**config.mk**
```make
export PLATFORM = sky130hd
export DESIGN_NAME = modem_reset_seq
export DESIGN_NICKNAME = d
export VERILOG_FILES = /design/src/rtl/modem_reset_seq.sv
export SDC_FILE = /design/constraint.sdc
export NUM_CORES = 1
export LEC_CHECK = 0
export BUFFER_PORTS_ARGS = -buffer_cell sky130_fd_sc_hd__buf_2
export CAP_MARGIN = 10
export CORE_UTILIZATION = 40
export DETAILED_ROUTE_END_ITERATION = 8
export GPL_TIMING_DRIVEN = 0
export PLACE_DENSITY = 0.65
export SYNTH_ARGS = -nofsm -noshare
export SYNTH_HDL_FRONTEND = slang
export SYNTH_SLANG_ARGS = --single-unit
```
**constraint.sdc**
```tcl
create_clock -name clk -period 2.6 [get_ports clk]
set_clock_uncertainty 0.1 [all_clocks]
set_input_delay 0.39 -clock clk [delete_from_list [all_inputs] [get_ports clk]]
set_output_delay 0.39 -clock clk [all_outputs]
set_load 0.02 [all_outputs]
```
**src/rtl/modem_reset_seq.sv**
```systemverilog
module modem_reset_seq #(
  parameter int CLK_HZ        = 100_000_000,
  parameter int FAST_PULSE_MS = 5,
  parameter int SLOW_PULSE_MS = 500,
  parameter int RECOVER_MS    = 300,
  parameter int NUM_PHASES    = 3
) (
  input  logic                  clk,
  input  logic                  rst_n,
  input  logic                  start_req,
  input  logic                  sw_reset,
  input  logic                  clk_sel_slow,
  input  logic                  irq_in,
  output logic                  irq_out,
  output logic                  modem_rst_n,
  output logic                  ready,
  input  logic [NUM_PHASES-1:0] phase_en,
  input  logic [NUM_PHASES-1:0] phase_done,
  output logic [NUM_PHASES-1:0] phase_req,
  output logic                  cfg_done
);

  localparam int TICK_DIV = (CLK_HZ / 1000 > 0) ? CLK_HZ / 1000 : 1;
  localparam int DW       = $clog2(TICK_DIV + 1);
  localparam int MAX_A    = (FAST_PULSE_MS > SLOW_PULSE_MS) ? FAST_PULSE_MS : SLOW_PULSE_MS;
  localparam int MAX_MS   = (MAX_A > RECOVER_MS) ? MAX_A : RECOVER_MS;
  localparam int MW       = $clog2(MAX_MS + 2);
  localparam int PW       = (NUM_PHASES > 1) ? $clog2(NUM_PHASES) : 1;

  typedef enum logic [2:0] {S_IDLE, S_PULSE, S_RECOV, S_CFG, S_RUN} st_t;

  st_t           state;
  logic [DW-1:0] pre;
  logic [MW-1:0] ms;
  logic [MW-1:0] lim;
  logic [PW-1:0] cur;

  logic          tick, span_end;
  logic          first_ok, next_ok;
  logic [PW-1:0] first_idx, next_idx;

  assign tick     = (pre == DW'(TICK_DIV - 1));
  assign span_end = tick && (ms + MW'(1) == lim);

  always_comb begin
    first_ok  = 1'b0;
    first_idx = '0;
    next_ok   = 1'b0;
    next_idx  = '0;
    for (int i = NUM_PHASES - 1; i >= 0; i--) begin
      if (phase_en[i]) begin
        first_ok  = 1'b1;
        first_idx = PW'(i);
      end
      if (phase_en[i] && (i > int'(cur))) begin
        next_ok  = 1'b1;
        next_idx = PW'(i);
      end
    end
  end

  always_ff @(posedge clk or negedge rst_n) begin
    if (!rst_n) begin
      state <= S_IDLE;
      pre   <= '0;
      ms    <= '0;
      lim   <= '0;
      cur   <= '0;
    end else if (start_req) begin
      state <= S_PULSE;
      pre   <= '0;
      ms    <= '0;
      lim   <= clk_sel_slow ? MW'(SLOW_PULSE_MS) : MW'(FAST_PULSE_MS);
    end else if (sw_reset) begin
      state <= S_RECOV;
      pre   <= '0;
      ms    <= '0;
      lim   <= MW'(RECOVER_MS);
    end else begin
      case (state)
        S_PULSE, S_RECOV: begin
          if (!tick) begin
            pre <= pre + DW'(1);
          end else begin
            pre <= '0;
            ms  <= span_end ? '0 : ms + MW'(1);
          end
          if (span_end) begin
            if (state == S_PULSE) begin
              state <= S_RECOV;
              lim   <= MW'(RECOVER_MS);
            end else if (first_ok) begin
              state <= S_CFG;
              cur   <= first_idx;
            end else begin
              state <= S_RUN;
            end
          end
        end
        S_CFG: begin
          if (phase_done[cur]) begin
            if (next_ok) cur <= next_idx;
            else         state <= S_RUN;
          end
        end
        default: ;
      endcase
    end
  end

  assign modem_rst_n = (state != S_PULSE);
  assign ready       = (state == S_CFG) || (state == S_RUN);
  assign cfg_done    = (state == S_RUN);
  assign irq_out     = irq_in & ready;

  for (genvar g = 0; g < NUM_PHASES; g++) begin : g_req
    assign phase_req[g] = (state == S_CFG) && (cur == PW'(g));
  end


  restart_pulse_chk: assert property (@(posedge clk) disable iff (!rst_n)
    start_req |=> !modem_rst_n && !ready && !cfg_done);


  sw_entry_chk: assert property (@(posedge clk) disable iff (!rst_n)
    (sw_reset && !start_req) |=> modem_rst_n && !ready);


  no_ready_in_pulse_chk: assert property (@(posedge clk) disable iff (!rst_n)
    !modem_rst_n |-> !ready);


  one_phase_chk: assert property (@(posedge clk) disable iff (!rst_n)
    $onehot0(phase_req));


  done_quiet_chk: assert property (@(posedge clk) disable iff (!rst_n)
    cfg_done |-> (phase_req == '0) && ready);


  phase_hold_chk: assert property (@(posedge clk) disable iff (!rst_n)
    ((phase_req != '0) && ((phase_done & phase_req) == '0) && !start_req && !sw_reset)
      |=> $stable(phase_req));

endmodule

```
# Word level (Yosys, flattened, before mapping)
# Index checks and enable logic that the tools add are counted.
[totals]
register_bits = 40
latch_bits = 0
mem_bits_rw = 0
rom_bits = 0
out_inout_bits = 7
n_memories = 0
[classes]
n_addsub = 2
multipliers = 0
div = 0
magnitude_cmp = 3
eq_ne = 17
shifts = 0
mux = 41
bitwise_logic = 3
reduce_logical = 19
[ops]
columns = ["op", "n"]
rows = [
  ["$mux 9", 11],
  ["$mux 17", 4],
  ["$mux 3", 7],
  ["$mux 2", 10],
  ["$add 17x1->17 const B", 1],
  ["$eq 17x17->1 const B", 1],
  ["$ne 4x4->1 const B", 3],
  ["$reduce_bool 3->1", 4],
  ["$ne 2x2->1 const B", 5],
  ["$add 9x1->9 const B", 1],
  ["$eq 9x9->1", 1],
  ["$reduce_and 8->1", 1],
  ["$eq 3x2->1 const B", 2],
  ["$logic_and 1x1->1", 6],
  ["$mux 1", 6],
  ["$pmux 3 s2", 1],
  ["$pmux 2 s2", 1],
  ["$reduce_and 4->1", 1],
  ["$reduce_bool 4->1", 1],
  ["$eq 3x1->1 const B", 1],
  ["$eq 3x3->1 const B", 1],
  ["$lt 2x3->1 const B", 1],
  ["$ne 3x1->1 const B", 1],
  ["$reduce_and 3->1", 1],
  ["12 further kinds", 13],
]

# Longest topological paths before layout
# Gate-level depths: netlist (run 1).
[depth]
word_depth = 9
ltp_mapped = 8

# Worst setup path after synthesis (run 1)
# OpenSTA, ideal clock, no wires.
[synth_path]
kind = "register to register"
start = "reg ms[0]"
end = "reg state[1]"
arrival_ps = 2275
required_ps = 2375
path_slack_ps = 100
path_stages_with_launch = 8
path_buffers = 0
path_cell_list = "dfrtp_1 -> ha_1 -> nand4_1 -> or4_1 -> a211oi_1 -> o221ai_2 -> o21ai_1 -> mux2_2"
[synth_via]
elab_chain_len = 5
[synth_lines]
columns = ["element", "line_no", "source"]
rows = [
  ["start: declaration", "34", "logic [MW-1:0] ms;"],
  ["start signal: assignment", "86", "ms <= span_end ? '0 : ms + MW'(1);"],
  ["$add 9x1->9", "43", "assign span_end = tick && (ms + MW'(1) == lim);"],
  ["$eq 9x9->1", "43", ""],
  ["$logic_and 1x1->1", "43", ""],
  ["$ne 4x4->1 (no line)", "-", ""],
  ["$reduce_and 4->1 (no line)", "-", ""],
  ["end signal: assignment", "64", "state <= S_IDLE;"],
  ["end signal: assignment", "70", "state <= S_PULSE;"],
  ["end signal: assignment", "75", "state <= S_RECOV;"],
  ["end: declaration", "32", "st_t state;"],
]
# Every way passes these cells.
# A chain may end at the register's enable or synchronous reset.

# Worst setup path after layout (run 1)
[layout_path]
start = "reg ms[1]"
end = "reg state[2]"
# Same word-level chain as after synthesis.

==> summary.txt, run 1 <==
required time worst endpoint = 2.73 ns
Overflow after GRT = 0
Avg Inst Size Synth = 8.545 µm²
Placer Congestion = 0.8079
largest net degree at the start of global routing = 37
LEAKAGE = 1.120 nW
Synth top area share = 40.86%
placed cells = 346
Bufs on Longest Clock Path = 2
post-route clock period utilization = 97.26%
Antenna Cells = 0
largest family of logic cells by synthesized area = simple AND/OR/NAND/NOR gates
Initial Utilization = 42.36%
CTS tree = built
worst reg-to-reg setup slack = 0.07 ns
r2r endpoint = state[2]
EDFF count, synth = 0
Synth Register Bits = 36
mux contribution to synthesized area = 2.327%
via count = 1977
Layout Cells excl Fill = 362
Chip Height = 76.24 µm
ANT nets after route = 0
Routed met1 length = 2412 µm
leading area contributor after synthesis = dfrtp_1
worst vdd ir = 0.3584 mV
Routed wire per std cell = 14.05 µm
Main synth FF type = dfrtp_1
Total GRT Usage = 18.48%
Final Hold Fails = 0
iteration-0 DRC count of the detailed router = 126
layout cells sized above 1 = 19.52%
vias in the first global route = 1838
multi-input logic area = 1287 µm²
startpoint types = flip-flop
Worst slew margin = 46.28%
Worst Hold Class = in2async
fin crit period = 2.529 ns
HPWL after DPL = 3374 µm
Critical Path AT = 2.66 ns
Final Max Tran Viols = 0
Sink Count = 36
Seq/Total Area, Yosys = 40.86%
Via density = 5.461
status = complete, no violations
row cnt = 26
Clock Latency Late Sink = 0.30 ns
Yosys warnings = 0
Max FO, Critical Path = 7
Cell Area, Synth = 2205 µm²
first-pass GRT wire length = 8611 µm
PortBufs = 18
Root Buffer = clkbuf_8
Reg area = 902.1 µm²
core box area = 5205 µm²
area grow syn2layout = 22.02%
Synth Instances = 258
CP Class = reg2reg
CTS clock-pin slew for the worst setup and hold paths = 0.08 ns
Area contributors post-synth = dfrtp_1, nor2_1, nand3_1
full die area = 5813 µm²
top sig layer = met4
Reg2Reg Depth = 8
die width = 76.24 µm
Setup Viol. Count Final = 0
post-synthesis simple-gate area fraction = 26.84%
Crit. Startpoint = ms[1]
RR Startpoint = ms[1]
RSZ-0062 raised after global routing = yes
setup TNS = 0 ns
FFs w/ async S/R, synth = 100.0%
Mapped Nets = 272
antenna violations before repair = 0
Top Ports = 19
post-route cell area = 2690 µm²
post-synthesis xor/xnor area fraction = 7.548%
WL met2 = 2470 µm
Max Freq = 0.3954 GHz
maxcap violations = 0
CTS H-tree depth = 2
DRC viols = 0
Initial DRT Pass Iterations = 4
actual slew at the worst max-slew pin = 0.8058 ns
synth unique cells = 48
placed instance area = 2382 µm²
CTS Buf Count = 5
hold_ws = 0.06490 ns
number of fillers in the final layout = 499
area share of fa/ha/maj cells after synthesis = 1.135%
crit end category = flip-flop
Power Dens Cells = 603.2 nW/µm²
met3 routed WL = 117 µm
Synth Area in Compound Gates = 16.63%
final-stage net count = 305
Routed WL = 5087 µm
-- where the power goes --
part	internal (mW)	leakage [nW]	switching [mW]
combinational	0.101	0.562	0.184
sequential	0.590	0.479	0.0454
clock	0.480	0.0784	0.222
total	1.17	1.12	0.452
-- cell families (layout without fill, tap and decap cells) --
| logic type | Yosys count | count (layout) |
|---|---|---|
| AOI/OAI and AO/OA | 54 | 54 |
| xor gates and xnor gates | 19 | 19 |
| adders and majority gates | 2 | 2 |
| buffers and inverters | 26 | 60 |
| DFF | 36 | 36 |
| muxes | 5 | 5 |
| and+or+nand+nor | 116 | 116 |
-- sequential cells by signal, summed over array words and instances, names as in the netlist --
| register | flops |
|---|---|
| pre | 17 |
| ms | 9 |
| lim | 5 |
| state | 3 |
| cur | 2 |
-- what timing repair did --
item                       in CTS  in global routing
gates resized for setup        11                  7
pin swaps                       5                  6
setup endpoints to repair      18                 22
buffers inserted                1                  7
hold buffers                    0                  0
-- final cells by class --
class	count	share of cell area (%)
buffer	9	1.488
clock buffer	5	2.558
clock inverter	3	3.349
inverter	17	2.372
multi-input combinational	196	47.86
sequential	36	33.53
tap	70	3.256
timing repair buffer	26	5.581
-- worst max-delay path by stage --
stage                           to  cells after the start
after detailed placement  state[1]                      7
final                     state[2]                      8
after CTS                 state[1]                      7
after floorplan           state[1]                      7
after global routing         ms[0]                      8
after global placement    state[1]                      7
-- cell usage after synthesis (2+ instances only) --
master,n
a211oi_1,2
a21oi_1,10
a31oi_1,7
and2_1,3
and3_1,2
and4_1,2
buf_2,4
clkbuf_1,5
dfrtp_1,36
ha_1,2
inv_1,17
mux2i_1,4
nand2_1,22
nand2b_1,3
nand3_1,18
nand4_1,6
nor2_1,29
nor2b_1,2
nor3_1,13
o21a_1,4
o21ai_0,14
o22ai_1,4
or2_2,3
or3_1,4
or4_1,2
xnor2_1,10
xor2_1,9
-- routing by layer --
metal | global-route usage, % | vias up
met5 | 0 | -
li1 | - | 982
met3 | 3.473 | 12
met2 | 30.18 | 32
met1 | 23.73 | 951
met4 | 8.269 | 0
-- layout by cell type, fill, tap and decap left out, types with 2 or more instances in the layout --
cell type	n
a211oi_2	2
a21oi_1	10
a31oi_1	7
and2_1	3
and3_1	2
buf_2	23
buf_4	8
bufinv_16	3
clkbuf_1	4
clkbuf_8	5
dfrtp_1	35
inv_1	17
mux2i_1	4
nand2_1	22
nand2b_1	3
nand3_1	17
nand4_1	6
nor2_1	29
nor2b_1	2
nor3_1	13
o21a_1	4
o21ai_0	12
o21ai_1	2
o22ai_1	4
or2_2	3
or3_1	4
or4_1	2
xnor2_1	10
xor2_1	9
-- worst max-delay path, stage by stage (launching register included) --
cell and delay [ns]:
dfrtp_1 0.43, ha_4 0.19, nand4_1 0.13, or4_1 0.45
a211oi_2 0.33, o221ai_4 0.21, buf_4 0.18, nor4_1 0.28
o31a_1 0.16
-- metrics by stage --
stage                     worst slack, ns  util (%)  total power [mW]
after CTS                         0.02332     50.22             1.619
after detailed placement          -0.2259     45.77            0.9089
after floorplan                   0.09981         -            0.8247
final                             0.07123     51.68             1.623
after global placement            -0.1857     45.77            0.9039
after global routing             -0.05732     51.68             1.701
Power figures use the tool's default switching activity.
==> inputs of run 2 (changes only) <==
--- a/config.mk
+++ b/config.mk
@@ -10,7 +10,8 @@
 export CORE_UTILIZATION = 40
 export DETAILED_ROUTE_END_ITERATION = 8
 export GPL_TIMING_DRIVEN = 0
-export PLACE_DENSITY = 0.65
+export PLACE_DENSITY = 0.7
+export SETUP_SLACK_MARGIN = 0.4
 export SYNTH_ARGS = -nofsm -noshare
 export SYNTH_HDL_FRONTEND = slang
 export SYNTH_SLANG_ARGS = --single-unit
==> summary.txt, run 2 (synthesis gave the netlist of run 1 again) <==
Clock Latency Late Sink = 0.29 ns (about the same)
Largest regs = pre (17), ms (9), lim (5)
max reg flops = 17 (unchanged)
Final Hold Fails = 0 (unchanged)
Final Max Tran Viols = 0 (unchanged)
actual slew at the worst max-slew pin = 0.8257 ns (+0.01991 ns)
maxcap violations = 0 (unchanged)
CTS Buf Count = 5 (unchanged)
Initial DRT Pass Iterations = 4 (unchanged)
post-route clock period utilization = 94.45% (-2.8 points)
status = complete, no violations
core box area = 5205 µm² (unchanged)
fin crit period = 2.456 ns (-0.07297 ns)
Worst slew margin = 44.95% (-1.3 points)
top sig layer = met4
ANT nets after route = 0 (unchanged)
via count = 2037 (+3.0%)
Overflow after GRT = 0 (unchanged)
critical path cell sequence = ha_4, and4_2, o21ai_1, a2111oi_4, o221ai_4, clkbuf_4, a31oi_1, o22ai_1
area grow syn2layout = 25.48%
largest reg by FF count = pre
Root Buffer = clkbuf_8
final-stage net count = 314 (+3.0%)
DRC viols = 0 (unchanged)
WL met2 = 2539 µm (+2.8%)
crit end category = flip-flop
Initial Utilization = 42.36% (unchanged)
CTS tree = built
Routed met1 length = 2429 µm (+0.70%)
antenna violations before repair = 0 (unchanged)
Via density = 5.505 (+0.81%)
CTS H-tree depth = 2 (unchanged)
PortBufs = 18 (unchanged)
CP bufs+invs = 1 (unchanged)
LEAKAGE = 1.157 nW (+3.3%)
Chip Height = 76.24 µm (unchanged)
Routed wire per std cell = 14.30 µm (+1.7%)
startpoint types = flip-flop
HPWL after DPL = 3330 µm (-1.3%)
CP delay by family, top = compound AO/OA/AOI/OAI gates
vias in the first global route = 1822 (-0.87%)
leading cell type in the layout, fill and taps excluded = dfrtp_1
setup TNS = 0 ns (unchanged)
Antenna Cells = 0 (unchanged)
slowest cell on the critical path = a2111oi_4
most frequent cells in the layout = dfrtp_1, nor2_1, nand2_1
Total GRT Usage = 18.24% (-0.25 points)
Max Freq = 0.4072 GHz (+3.0%)
CP Class = reg2reg
RSZ-0062 raised after global routing = yes
iteration-0 DRC count of the detailed router = 95 (-25%)
worst vdd ir = 0.3492 mV (-2.6%)
Max FO, Critical Path = 10 (+3)
die width = 76.24 µm (unchanged)
Sink Count = 36 (unchanged)
layout cells sized above 1 = 25.33% (+5.8 points)
Critical Path AT = 2.52 ns (-0.14 ns)
row cnt = 26 (unchanged)
met3 routed WL = 190 µm (+62%)
largest net degree at the start of global routing = 37 (unchanged)
Power Dens Cells = 495.4 nW/µm² (-18%)
Top Ports = 19 (unchanged)
Placer Congestion = 0.8898 (+10%)
required time worst endpoint = 2.67 ns (-0.06 ns)
Worst Hold Class = in2async
CTS clock-pin slew for the worst setup and hold paths = 0.07 ns (about the same)
full die area = 5813 µm² (unchanged)
max incr delay on CP = 0.47 ns (+0.02 ns)
Routed WL = 5290 µm (+4.0%)
Bufs on Longest Clock Path = 2 (unchanged)
hold_ws = 0.09760 ns (+0.03269 ns)
Setup Viol. Count Final = 0 (unchanged)
first-pass GRT wire length = 8562 µm (-0.57%)
## run 2: cell types whose count changed in the layout (fill, tap and decap cells not counted), sizes merged
cell and change:
bufinv -3, clkbuf +3, buf +8
## run 2: final timing paths
check / startpoint / endpoint / slack, ns / depth (start not counted)
max in group asynchronous: rst_n / ms[1] / 1.74 / 1
worst max-delay path: ms[0] / ms[4] / 0.14 / 8
worst min register to register: lim[2] / lim[2] / 0.41 / 1
worst max register to register: ms[0] / ms[4] / 0.14 / 8
worst min-delay path: rst_n / ms[5] / 0.1 / 1
min in group clk: clk_sel_slow / lim[7] / 0.23 / 3
## run 2: layout make-up
| type | instances | area [µm²] |
|---|---|---|
| Buffer | 9 | 46.29 |
| Clock buffer | 7 | 96.34 |
| Fill cell | 495 | 2439 |
| Inverter | 17 | 63.81 |
| Multi-Input combinational cell | 196 | 1351 |
| Sequential cell | 36 | 903.4 |
| Tap cell | 70 | 87.58 |
| Timing Repair Buffer | 35 | 217.7 |
## run 2: metrics by stage
stage / util (%) / cell area, µm² / cells / power [mW] / setup WS [ns]
after global placement: 46.25 / 2407 / 346 / 0.9068 / -0.01797
final: 53.15 / 2766 / 370 / 1.370 / 0.1442
after floorplan: - / 2230 / 258 / 0.8289 / 0.2712
after CTS: 50.34 / 2620 / 362 / 1.366 / 0.1048
after global routing: 53.15 / 2766 / 370 / 1.441 / 0.05695
after detailed placement: 46.25 / 2407 / 346 / 0.9148 / -0.02932
## run 2: power by group
part / leakage [nW] / switching, mW / total [mW] / internal [mW]
logic: 0.629 / 0.190 / 0.300 / 0.109
registers: 0.477 / 0.0472 / 0.637 / 0.590
clock network: 0.0503 / 0.197 / 0.433 / 0.236
total: 1.16 / 0.435 / 1.37 / 0.936
## run 2: routing by layer
layer / vias to the layer above / track usage [%]
li1: 1001 / -
met1: 967 / 24.81
met2: 57 / 28.92
met3: 12 / 2.994
met4: 0 / 7.115
met5: - / 0
## run 2: what timing repair did
item | CTS | global route
hold buffers | 0 | 0
endpoints found under the setup margin | 28 | 32
resized for setup | 8 | 23
setup buffers | 9 | 8
pin swaps | 8 | 13
